--- src/rtl/mb_boot_pkg.sv ---
`timescale 1ns/1ps
package mb_boot_pkg;
  typedef enum logic [1:0] {
    ST_KICK = 2'd0,
    ST_WAIT = 2'd1,
    ST_RUN  = 2'd2,
    ST_HALT = 2'd3
  } boot_state_e;

  localparam int STAT_VALID = 0;
  localparam int STAT_FB    = 1;
  localparam int STAT_WTO   = 2;
  localparam int STAT_CRC   = 3;
  localparam int STAT_STK   = 4;
endpackage

--- src/rtl/mb_addr_regs.sv ---
`timescale 1ns/1ps
module mb_addr_regs #(
  parameter int ADDR_W = 24,
  parameter int OPC_W = 8,
  parameter logic [7:0] DEF_OPC = 8'h03,
  localparam int WORD_W = ADDR_W + OPC_W
) (
  input  logic              clk_i,
  input  logic              rst_ni,
  input  logic              clr_i,
  input  logic              wr_en_i,
  input  logic              wr_sel_i,
  input  logic [WORD_W-1:0] wr_data_i,
  output logic [ADDR_W-1:0] mb_addr_o,
  output logic [OPC_W-1:0]  mb_opc_o,
  output logic [ADDR_W-1:0] gd_addr_o,
  output logic [OPC_W-1:0]  gd_opc_o
);
  localparam logic [WORD_W-1:0] RST_WORD = {OPC_W'(DEF_OPC), {ADDR_W{1'b0}}};

  logic [WORD_W-1:0] word_q [2];

  for (genvar g = 0; g < 2; g++) begin : g_pair
    always_ff @(posedge clk_i or negedge rst_ni) begin
      if (!rst_ni)                                  word_q[g] <= RST_WORD;
      else if (clr_i)                               word_q[g] <= RST_WORD;
      else if (wr_en_i && (wr_sel_i == 1'(g)))      word_q[g] <= wr_data_i;
    end
  end

  assign mb_addr_o = word_q[0][ADDR_W-1:0];
  assign mb_opc_o  = word_q[0][WORD_W-1:ADDR_W];
  assign gd_addr_o = word_q[1][ADDR_W-1:0];
  assign gd_opc_o  = word_q[1][WORD_W-1:ADDR_W];
endmodule

--- src/rtl/mb_load_wdog.sv ---
`timescale 1ns/1ps
module mb_load_wdog #(
  parameter int CYCLES = 64,
  localparam int CW = $clog2(CYCLES + 1)
) (
  input  logic clk_i,
  input  logic rst_ni,
  input  logic run_i,
  output logic expire_o
);
  logic [CW-1:0] cnt_q;

  always_ff @(posedge clk_i or negedge rst_ni) begin
    if (!rst_ni)          cnt_q <= '0;
    else if (!run_i)      cnt_q <= '0;
    else if (!expire_o)   cnt_q <= cnt_q + 1'b1;
  end

  // cnt_q equals k-1 at the k-th edge spent waiting
  assign expire_o = run_i && (cnt_q == CW'(CYCLES - 1));
endmodule

--- src/rtl/mb_boot_ctrl.sv ---
`timescale 1ns/1ps
module mb_boot_ctrl
  import mb_boot_pkg::*;
#(
  parameter int ADDR_W = 24,
  parameter int OPC_W = 8,
  parameter logic [7:0] DEF_OPC = 8'h03,
  parameter int WDOG_CYCLES = 64,
  parameter int STRIKES = 3,
  localparam int SW = $clog2(2 * STRIKES + 1),
  localparam int STAT_W = SW + 5,
  localparam int WORD_W = ADDR_W + OPC_W
) (
  input  logic              clk_i,
  input  logic              rst_ni,
  input  logic              prog_pulse_i,
  input  logic              iprog_i,
  input  logic              rst_on_err_i,
  input  logic              wr_en_i,
  input  logic              wr_sel_i,
  input  logic [WORD_W-1:0] wr_data_i,
  input  logic              load_pass_i,
  input  logic              load_crc_err_i,
  output logic              load_start_o,
  output logic [ADDR_W-1:0] fetch_addr_o,
  output logic [OPC_W-1:0]  fetch_opc_o,
  output logic [STAT_W-1:0] status_o
);
  boot_state_e     state_q;
  logic            use_mb_q, fb_q, crc_q, wto_q, valid_q;
  logic [SW-1:0]   strikes_q, strike_nx;
  logic [ADDR_W-1:0] mb_addr, gd_addr;
  logic [OPC_W-1:0]  mb_opc, gd_opc;
  logic            wd_expire, load_err;

  mb_addr_regs #(
    .ADDR_W (ADDR_W),
    .OPC_W  (OPC_W),
    .DEF_OPC(DEF_OPC)
  ) u_regs (
    .clk_i    (clk_i),
    .rst_ni   (rst_ni),
    .clr_i    (prog_pulse_i),
    .wr_en_i  (wr_en_i),
    .wr_sel_i (wr_sel_i),
    .wr_data_i(wr_data_i),
    .mb_addr_o(mb_addr),
    .mb_opc_o (mb_opc),
    .gd_addr_o(gd_addr),
    .gd_opc_o (gd_opc)
  );

  mb_load_wdog #(.CYCLES(WDOG_CYCLES)) u_wdog (
    .clk_i   (clk_i),
    .rst_ni  (rst_ni),
    .run_i   (state_q == ST_WAIT),
    .expire_o(wd_expire)
  );

  assign strike_nx = strikes_q + 1'b1;
  assign load_err  = !load_pass_i && (load_crc_err_i || wd_expire);

  always_ff @(posedge clk_i or negedge rst_ni) begin
    if (!rst_ni) begin
      state_q      <= ST_KICK;
      use_mb_q     <= 1'b0;
      fb_q         <= 1'b0;
      crc_q        <= 1'b0;
      wto_q        <= 1'b0;
      valid_q      <= 1'b0;
      strikes_q    <= '0;
      load_start_o <= 1'b0;
      fetch_addr_o <= '0;
      fetch_opc_o  <= OPC_W'(DEF_OPC);
    end else begin
      load_start_o <= 1'b0;
      if (prog_pulse_i) begin
        state_q   <= ST_KICK;
        use_mb_q  <= 1'b0;
        fb_q      <= 1'b0;
        crc_q     <= 1'b0;
        wto_q     <= 1'b0;
        valid_q   <= 1'b0;
        strikes_q <= '0;
      end else begin
        unique case (state_q)
          ST_KICK: begin
            state_q      <= ST_WAIT;
            load_start_o <= 1'b1;
            valid_q      <= 1'b0;
            if (fb_q) begin
              fetch_addr_o <= gd_addr;
              fetch_opc_o  <= gd_opc;
            end else if (use_mb_q) begin
              fetch_addr_o <= mb_addr;
              fetch_opc_o  <= mb_opc;
            end else begin
              fetch_addr_o <= '0;
              fetch_opc_o  <= OPC_W'(DEF_OPC);
            end
          end
          ST_WAIT: begin
            if (load_pass_i) begin
              state_q <= ST_RUN;
              valid_q <= 1'b1;
            end else if (load_err) begin
              strikes_q <= strike_nx;
              if (load_crc_err_i) crc_q <= 1'b1;
              else                wto_q <= 1'b1;
              if (!rst_on_err_i) begin
                state_q <= ST_HALT;
              end else if (!fb_q && strike_nx == SW'(STRIKES)) begin
                fb_q    <= 1'b1;
                state_q <= ST_KICK;
              end else if (strike_nx >= SW'(2 * STRIKES)) begin
                state_q <= ST_HALT;
              end else begin
                state_q <= ST_KICK;
              end
            end
          end
          ST_RUN: begin
            if (iprog_i) begin
              state_q  <= ST_KICK;
              use_mb_q <= 1'b1;
              valid_q  <= 1'b0;
            end
          end
          default: state_q <= ST_HALT;
        endcase
      end
    end
  end

  assign status_o = {state_q == ST_HALT, strikes_q, crc_q, wto_q, fb_q, valid_q};
endmodule

--- config.mk ---
export PLATFORM = sky130hd
export DESIGN_NAME = mb_boot_ctrl
export DESIGN_NICKNAME = d
export VERILOG_FILES = /design/src/rtl/mb_boot_pkg.sv /design/src/rtl/mb_addr_regs.sv /design/src/rtl/mb_load_wdog.sv /design/src/rtl/mb_boot_ctrl.sv
export SDC_FILE = /design/constraint.sdc
export NUM_CORES = 1
export LEC_CHECK = 0
export BUFFER_PORTS_ARGS = -buffer_cell sky130_fd_sc_hd__buf_2
export CAP_MARGIN = 10
export CORE_UTILIZATION = 58
export CTS_CLUSTER_SIZE = 10
export DETAILED_ROUTE_END_ITERATION = 6
export PLACE_DENSITY = 0.82
export SKIP_CTS_REPAIR_TIMING = 1
export SYNTH_ARGS = -nofsm -noshare
export SYNTH_HDL_FRONTEND = slang
export SYNTH_SLANG_ARGS = --single-unit
--- constraint.sdc ---
create_clock -name clk_i -period 2.3 [get_ports clk_i]
set_input_delay 0.345 -clock clk_i [delete_from_list [all_inputs] [get_ports clk_i]]
set_output_delay 0.345 -clock clk_i [all_outputs]
set_load 0.005 [all_outputs]
==> results.md, run 1 <==
- Tot Pwr: 5.57 mW
- First-pass GRT wire length: 19.6 mm
- TritonRoute pass-1 iters: 5
- Most used flip-flop cell after synthesis: dfrtp_1
- Dpl cells: 692
- Via count: 4,134
- Clock share of power: 45.0%
- Final period util: 78.0%
- Mapped cell area: 4930 um2
- Max Cap Viol: 0
- Vias in the first global route: 4,293
- Initial Util: 60.0%
- Most common cell after layout, fill and taps aside: nand2_1
- Hold Path Origin: wr_data_i[13]
- Reg-to-reg slack, setup: 0.50 ns
- CTS root buffer: clkbuf_8
- DR DRC count: 0
- RSZ-0062 raised after global routing: false
- Comb power frac: 14.2%
- Final Net Count: 657
- Routed vias/inst: 5.71
- Slew Limit Fails: 0
- DIE HEIGHT: 94.2 um
- Reg2reg end: strikes_q[2]
- Net Count, Synth: 581
- Drt total wl: 11.8 mm
- IO buf count: 81
- Mapped Cells: 531
- Htree depth: 4
- R2R Path Start: state_q[1]
- Yosys cell types: 40
- Final setup viols: 0
- R2R depth: 5
- Post-synth EDFFs: 0
- CTS max path bufs: 2
- Layout cell share with drive strength beyond 1: 22.6%
- Ys async rst share: 100%
- Min Tclk post-route: 1.80 ns
- Die area: 8870 um2
- Critical path endpoint category: primary output
- CTS buffer count: 17
- Max-slew headroom: 56.5%
- CTS tree: done
- Syn Area/Cell: 9.28 um2
- Yosys reg bits: 114
- Hold path depth: 3
- Antenna Nets Post-Route: 0
- Fmax: 557 MHz
- Initial antenna violation count: 0
- Placer Congestion: 0.850
- CTS clk-pin slew, worst paths: 0.06 ns
- Placeable Area: 8220 um2
- Yosys Warn Count: 0
- Pleak: 2.82 nW
- Overall Global Routing Usage: 29.5%
- Worst hold endpoint: u_regs.gd_addr_o[13]
- Final Non-Filler Cells: 724
- Switching portion of total power: 27.0%
- Final setup TNS: 0 ns
- Die X-Extent: 94.2 um
- Area Growth Syn to Fin: 22.0%
- Max FO, Critical Path: 32
- Hold Violations, Final: 0
- Skew final: 0.00669 ns
- Data arrival, critical path: 1.45 ns
- Critical path class: register to primary output
- Status: completed
- WL/cell: 16.3 um
- Total gr overflow: 0
- Peak VDD IR: 658 uV
- Antenna Cells: 0
- Clk Latency, worst-skew pair: 0.52 ns
- HPWL after DPL: 7.41 mm
- Worst Hold Class: input port to register
- CP Launch Type: register
- Largest net degree at the start of global routing: 52
- Iteration-0 DRC Markers: 244
- Clk sinks: 114
- Slew @ Worst Pin: 0.652 ns
- Site Rows: 33
- Sequential power share: 40.8%
- I/O Pins: 82
- Switch Pwr: 1.50 mW
- Most frequent cells in the layout: nand2_1, dfrtp_1, buf_2
- P_int: 4.07 mW
- Sequential fraction of the synthesis area: 58.0%
- Critical path required time: 1.96 ns
- P per Cell Area: 926 nW/um2
-- metrics by stage --
| stage | area (um2) | setup slack, ns | hold slack [ns] | utilization, % |
|---|---|---|---|---|
| final | 6010 | 0.505 | 0.0637 | 73.2 |
| after detailed placement | 5440 | 0.556 | 0.409 | 66.2 |
| after global placement | 5440 | 0.660 | 0.404 | 66.2 |
| after CTS | 6000 | 0.497 | -0.141 | 73.1 |
| after global routing | 6010 | 0.419 | 0.0572 | 73.2 |
| after floorplan | 4930 | 0.716 | 0.0494 | - |
-- per-layer routing --
layer,share of wire (%),global-route usage (%),up-vias
met2,51,48.1,147
met1,41,35.9,2037
li1,-,-,1930
met5,0,0,-
met3,5.7,9.14,20
met4,1.8,12.9,0
-- layout make-up --
class,count,area (um2)
flip-flops and latches,114,2860
fillers,592,2200
multi-input cells,367,1870
repair buffers,98,551
clock buffers,20,425
clock inverters,11,139
well taps,105,131
inverters,9,33.8
-- power groups by stage --
stage,clock (mW),sequential [mW],combinational [mW]
floorplan,0,2.28,0.492
global placement,0,2.28,0.754
detailed placement,0,2.30,0.786
CTS,2.54,2.27,0.796
global route,2.63,2.29,0.892
finish,2.51,2.27,0.792
-- synth_stat cells, types with 4 or more instances --
| library cell | n | share of area, % |
|---|---|---|
| nand2_1 | 166 | 13 |
| dfrtp_1 | 108 | 55 |
| a21oi_1 | 65 | 6.6 |
| o21ai_0 | 37 | 3.8 |
| clkbuf_1 | 35 | 2.7 |
| a22oi_1 | 30 | 4.6 |
| nor2_1 | 14 | 1.1 |
| ha_1 | 9 | 2.3 |
| inv_1 | 9 | 0.69 |
| dfstp_2 | 6 | 3.2 |
| nand2b_1 | 5 | 0.63 |
| nand3b_1 | 5 | 0.76 |
| buf_4 | 4 | 0.61 |
-- critical path, stage by stage, from the launching register on --
cell and delay (ns):
dfrtp_1 0.36, buf_4 0.38, buf_2 0.19
-- cells by family (layout without fill, tap and decap cells) --
kind of cell	after synthesis	in the layout	synth area share, %
buffers and inverters	50	138	4.11
adders and majority gates	9	9	2.28
xor gates and xnor gates	3	3	0.533
DFF	114	114	58.0
and+or+nand+nor	204	204	17.1
AOI/OAI and AO/OA	149	149	17.5
muxes	2	2	0.431
-- flip-flops by register name, indices dropped and copies added (netlist names) --
signal,flops
u_wdog.cnt_q,7
state_q,2
crc_q,1
wto_q,1
fetch_addr_o,24
strikes_q,3
fetch_opc_o,8
fb_q,1
use_mb_q,1
valid_q,1
u_regs.mb_opc_o,8
load_start_o,1
u_regs.gd_opc_o,8
u_regs.mb_addr_o,24
u_regs.gd_addr_o,24
-- how the worst max path moves through the flow --
stage	cells after the start	startpoint	slack (ns)	to
floorplan	6	state_q[1]	0.72	strikes_q[2]
global placement	5	state_q[1]	0.66	strikes_q[2]
detailed placement	5	state_q[1]	0.56	strikes_q[2]
CTS	2	fb_q	0.50	status_o[1]
global route	5	state_q[1]	0.42	strikes_q[2]
finish	2	fb_q	0.50	status_o[1]
Power figures use the tool's default switching activity.
==> run 2: changes to the inputs <==
--- a/config.mk
+++ b/config.mk
@@ -7,10 +7,10 @@
 export LEC_CHECK = 0
 export BUFFER_PORTS_ARGS = -buffer_cell sky130_fd_sc_hd__buf_2
 export CAP_MARGIN = 10
-export CORE_UTILIZATION = 58
+export CORE_UTILIZATION = 51
 export CTS_CLUSTER_SIZE = 10
 export DETAILED_ROUTE_END_ITERATION = 6
-export PLACE_DENSITY = 0.82
+export PLACE_DENSITY = 0.76
 export SKIP_CTS_REPAIR_TIMING = 1
 export SYNTH_ARGS = -nofsm -noshare
 export SYNTH_HDL_FRONTEND = slang
==> constraint.sdc (replaced) <==
create_clock -name clk_i -period 1.4 [get_ports clk_i]
set_input_delay 0.21 -clock clk_i [delete_from_list [all_inputs] [get_ports clk_i]]
set_output_delay 0.21 -clock clk_i [all_outputs]
set_load 0.005 [all_outputs]
==> run 2 against run 1 <==
Compared with the run above:
- the run now ends with setup timing left
- worst hold slack got worse by 0.059 ns
- clock power rose by 100%
- setup slack worse by 0.71 ns
- final cell count up 11%
- register-to-register slack worse by 0.71 ns
- sequential share of layout area decreased by 6.4 points
- wire length rose by 15%
- first-iteration DRC count grew 23%
- flip-flop and latch count did not move
- via count rose by 7.4%
- largest power group unchanged
==> results.md, run 2 (synthesis gave the netlist of run 1 again) <==
- Reg-to-reg slack, setup: -0.21 ns (-0.71 ns)
- Critical path required time: 1.78 ns (-0.18 ns)
- Total gr overflow: 0 (unchanged)
- Antenna Nets Post-Route: 0 (unchanged)
- Initial Util: 53.1% (-6.9 points)
- HPWL after DPL: 7.34 mm (-0.90%)
- DIE HEIGHT: 100 um (+6.5%)
- R2R Path Start: u_wdog.cnt_q[1]
- Hold Path Origin: load_crc_err_i
- Place WS: -0.117 ns (-0.673 ns)
- Slowest-stage cell, CP: dfrtp_1
- CTS max path bufs: 2 (unchanged)
- Initial antenna violation count: 0 (unchanged)
- Final Net Count: 712 (+8.4%)
- CTS buffer count: 17 (unchanged)
- Reg2reg end: strikes_q[2]
- Iteration-0 DRC Markers: 301 (+23%)
- Via count: 4,440 (+7.4%)
- Routed vias/inst: 5.52 (-3.3%)
- TritonRoute pass-1 iters: 5 (unchanged)
- Fillers: 630 (+6.4%)
- Fin worst setup slack: -0.206 ns (-0.711 ns)
- P per Cell Area: 1570 nW/um2 (+69%)
- RSZ-0062 raised after global routing: true
- Skew final: 0.00629 ns (-0.000402 ns)
- Die area: 10,100 um2 (+13%)
- R2R depth: 6 (+1)
- Register area: 2860 um2 (about the same)
- Layout cell share with drive strength beyond 1: 27.6% (+4.9 points)
- Max Cap Viol: 0 (unchanged)
- Placeable Area: 9280 um2 (+13%)
- Final hold slack: 0.00445 ns (-0.0592 ns)
- Hold path depth: 3 (unchanged)
- Data arrival, critical path: 1.99 ns (+0.54 ns)
- Slew @ Worst Pin: 0.442 ns (-0.211 ns)
- CTS tree: done
- Site Rows: 35 (+6.1%)
- Hold Violations, Final: 0 (unchanged)
- Htree depth: 4 (unchanged)
- Slew Limit Fails: 0 (unchanged)
- Min Tclk post-route: 1.61 ns
- Peak VDD IR: 1070 uV (+62%)
- CTS root buffer: clkbuf_8
- WL/cell: 16.9 um (+3.9%)
- Antenna Cells: 0 (unchanged)
- Post-DP Area: 5700 um2 (+4.8%)
- Final setup viols: 11 (+11)
- Worst Hold Class: input port to register
- Final period util: 115%
- CTS clk-pin slew, worst paths: 0.06 ns (about the same)
- Critical path endpoint category: register
- DR DRC count: 0 (unchanged)
- Worst hold endpoint: crc_q
- Max FO, Critical Path: 5 (-84%)
- Most frequent cells in the layout: nand2_1, dfrtp_1, buf_2
- I/O Pins: 82 (unchanged)
- Area Growth Syn to Fin: 40.9%
- Overall Global Routing Usage: 26.2% (-3.3 points)
- Status: finished with violations
- CP cell instances: ha_2, nand3b_1, o21ba_4, buf_4, o31ai_1, a21oi_2
- Die X-Extent: 100 um (+6.5%)
- Vias in the first global route: 4,187 (-2.5%)
- Clk sinks: 114 (unchanged)
- First-pass GRT wire length: 20.2 mm (+3.2%)
- CP Launch Type: register
- Fmax: 623 MHz
- Area of the multi-input gates: 2000 um2 (+6.7%)
- Critical path class: register to register
- Max-slew headroom: 70.6% (+14 points)
- Pleak: 3.19 nW (+13%)
- IO buf count: 81 (unchanged)
- Design area: 6950 um2 (+15%)
- Max incr delay on CP: 0.35 ns (-0.03 ns)
- Clk Latency, worst-skew pair: 0.52 ns (about the same)
- Failing checks: setup timing
- Most common cell after layout, fill and taps aside: nand2_1
- Largest net degree at the start of global routing: 53 (+1.9%)
- Drt total wl: 13.6 mm (+15%)
- Placer Congestion: 0.885 (+4.1%)
-- run 2: cell count changes in the layout (fill, tap and decap cells not counted), sizes merged --
cell | before | now
clkinv | 6 | 5
inv | 9 | 10
clkinvlp | 2 | 0
bufinv | 3 | 7
dlygate4sd3 | 1 | 35
buf | 97 | 117
-- run 2: layer usage --
metal / part of all wire, % / track usage [%]
met5: 0 / 0
met4: 2.7 / 9.14
met3: 6.1 / 4.94
met2: 51 / 44.2
met1: 41 / 33.9
-- run 2: critical path, delay by kind of cell, from the launching register on --
family | cells | cell delay (ns)
buffers and inverters | 1 | 0.14
DFF | 1 | 0.35
adders and majority gates | 1 | 0.19
and+or+nand+nor | 1 | 0.16
AOI/OAI and AO/OA | 3 | 0.63
-- run 2: worst max path at each step --
stage,startpoint,end,slack [ns]
final,u_wdog.cnt_q[1],strikes_q[2],-0.21
after CTS,state_q[0],status_o[7],-0.27
after global routing,u_wdog.cnt_q[1],strikes_q[2],-0.24
after global placement,u_wdog.cnt_q[0],strikes_q[2],-0.07
after detailed placement,u_wdog.cnt_q[1],strikes_q[2],-0.12
after floorplan,u_wdog.cnt_q[0],strikes_q[2],-0.14
-- run 2: final cells by class --
cell class,instances,share of cell area (%)
inverter,9,0.486
tap,129,2.32
sequential,114,41.2
clock inverter,13,3.68
clock buffer,19,6.22
multi-input combinational,367,28.8
timing repair buffer,153,17.3
-- run 2: power by group --
group	total [mW]	switching, mW	internal (mW)
registers	3.73	0.172	3.55
clock network	5.03	1.54	3.48
logic	2.14	1.15	0.986
total	10.9	2.86	8.02
-- run 2: per-stage QoR --
step / TNS (ns) / std cells / power (mW) / utilization, %
floorplan: -0.535 / 531 / 4.60 / -
global placement: -0.188 / 732 / 5.33 / 61.4
detailed placement: -0.488 / 732 / 5.38 / 61.4
CTS: -0.953 / 764 / 10.4 / 68.8
global route: -1.83 / 804 / 11.2 / 74.8
finish: -1.20 / 804 / 10.9 / 74.8
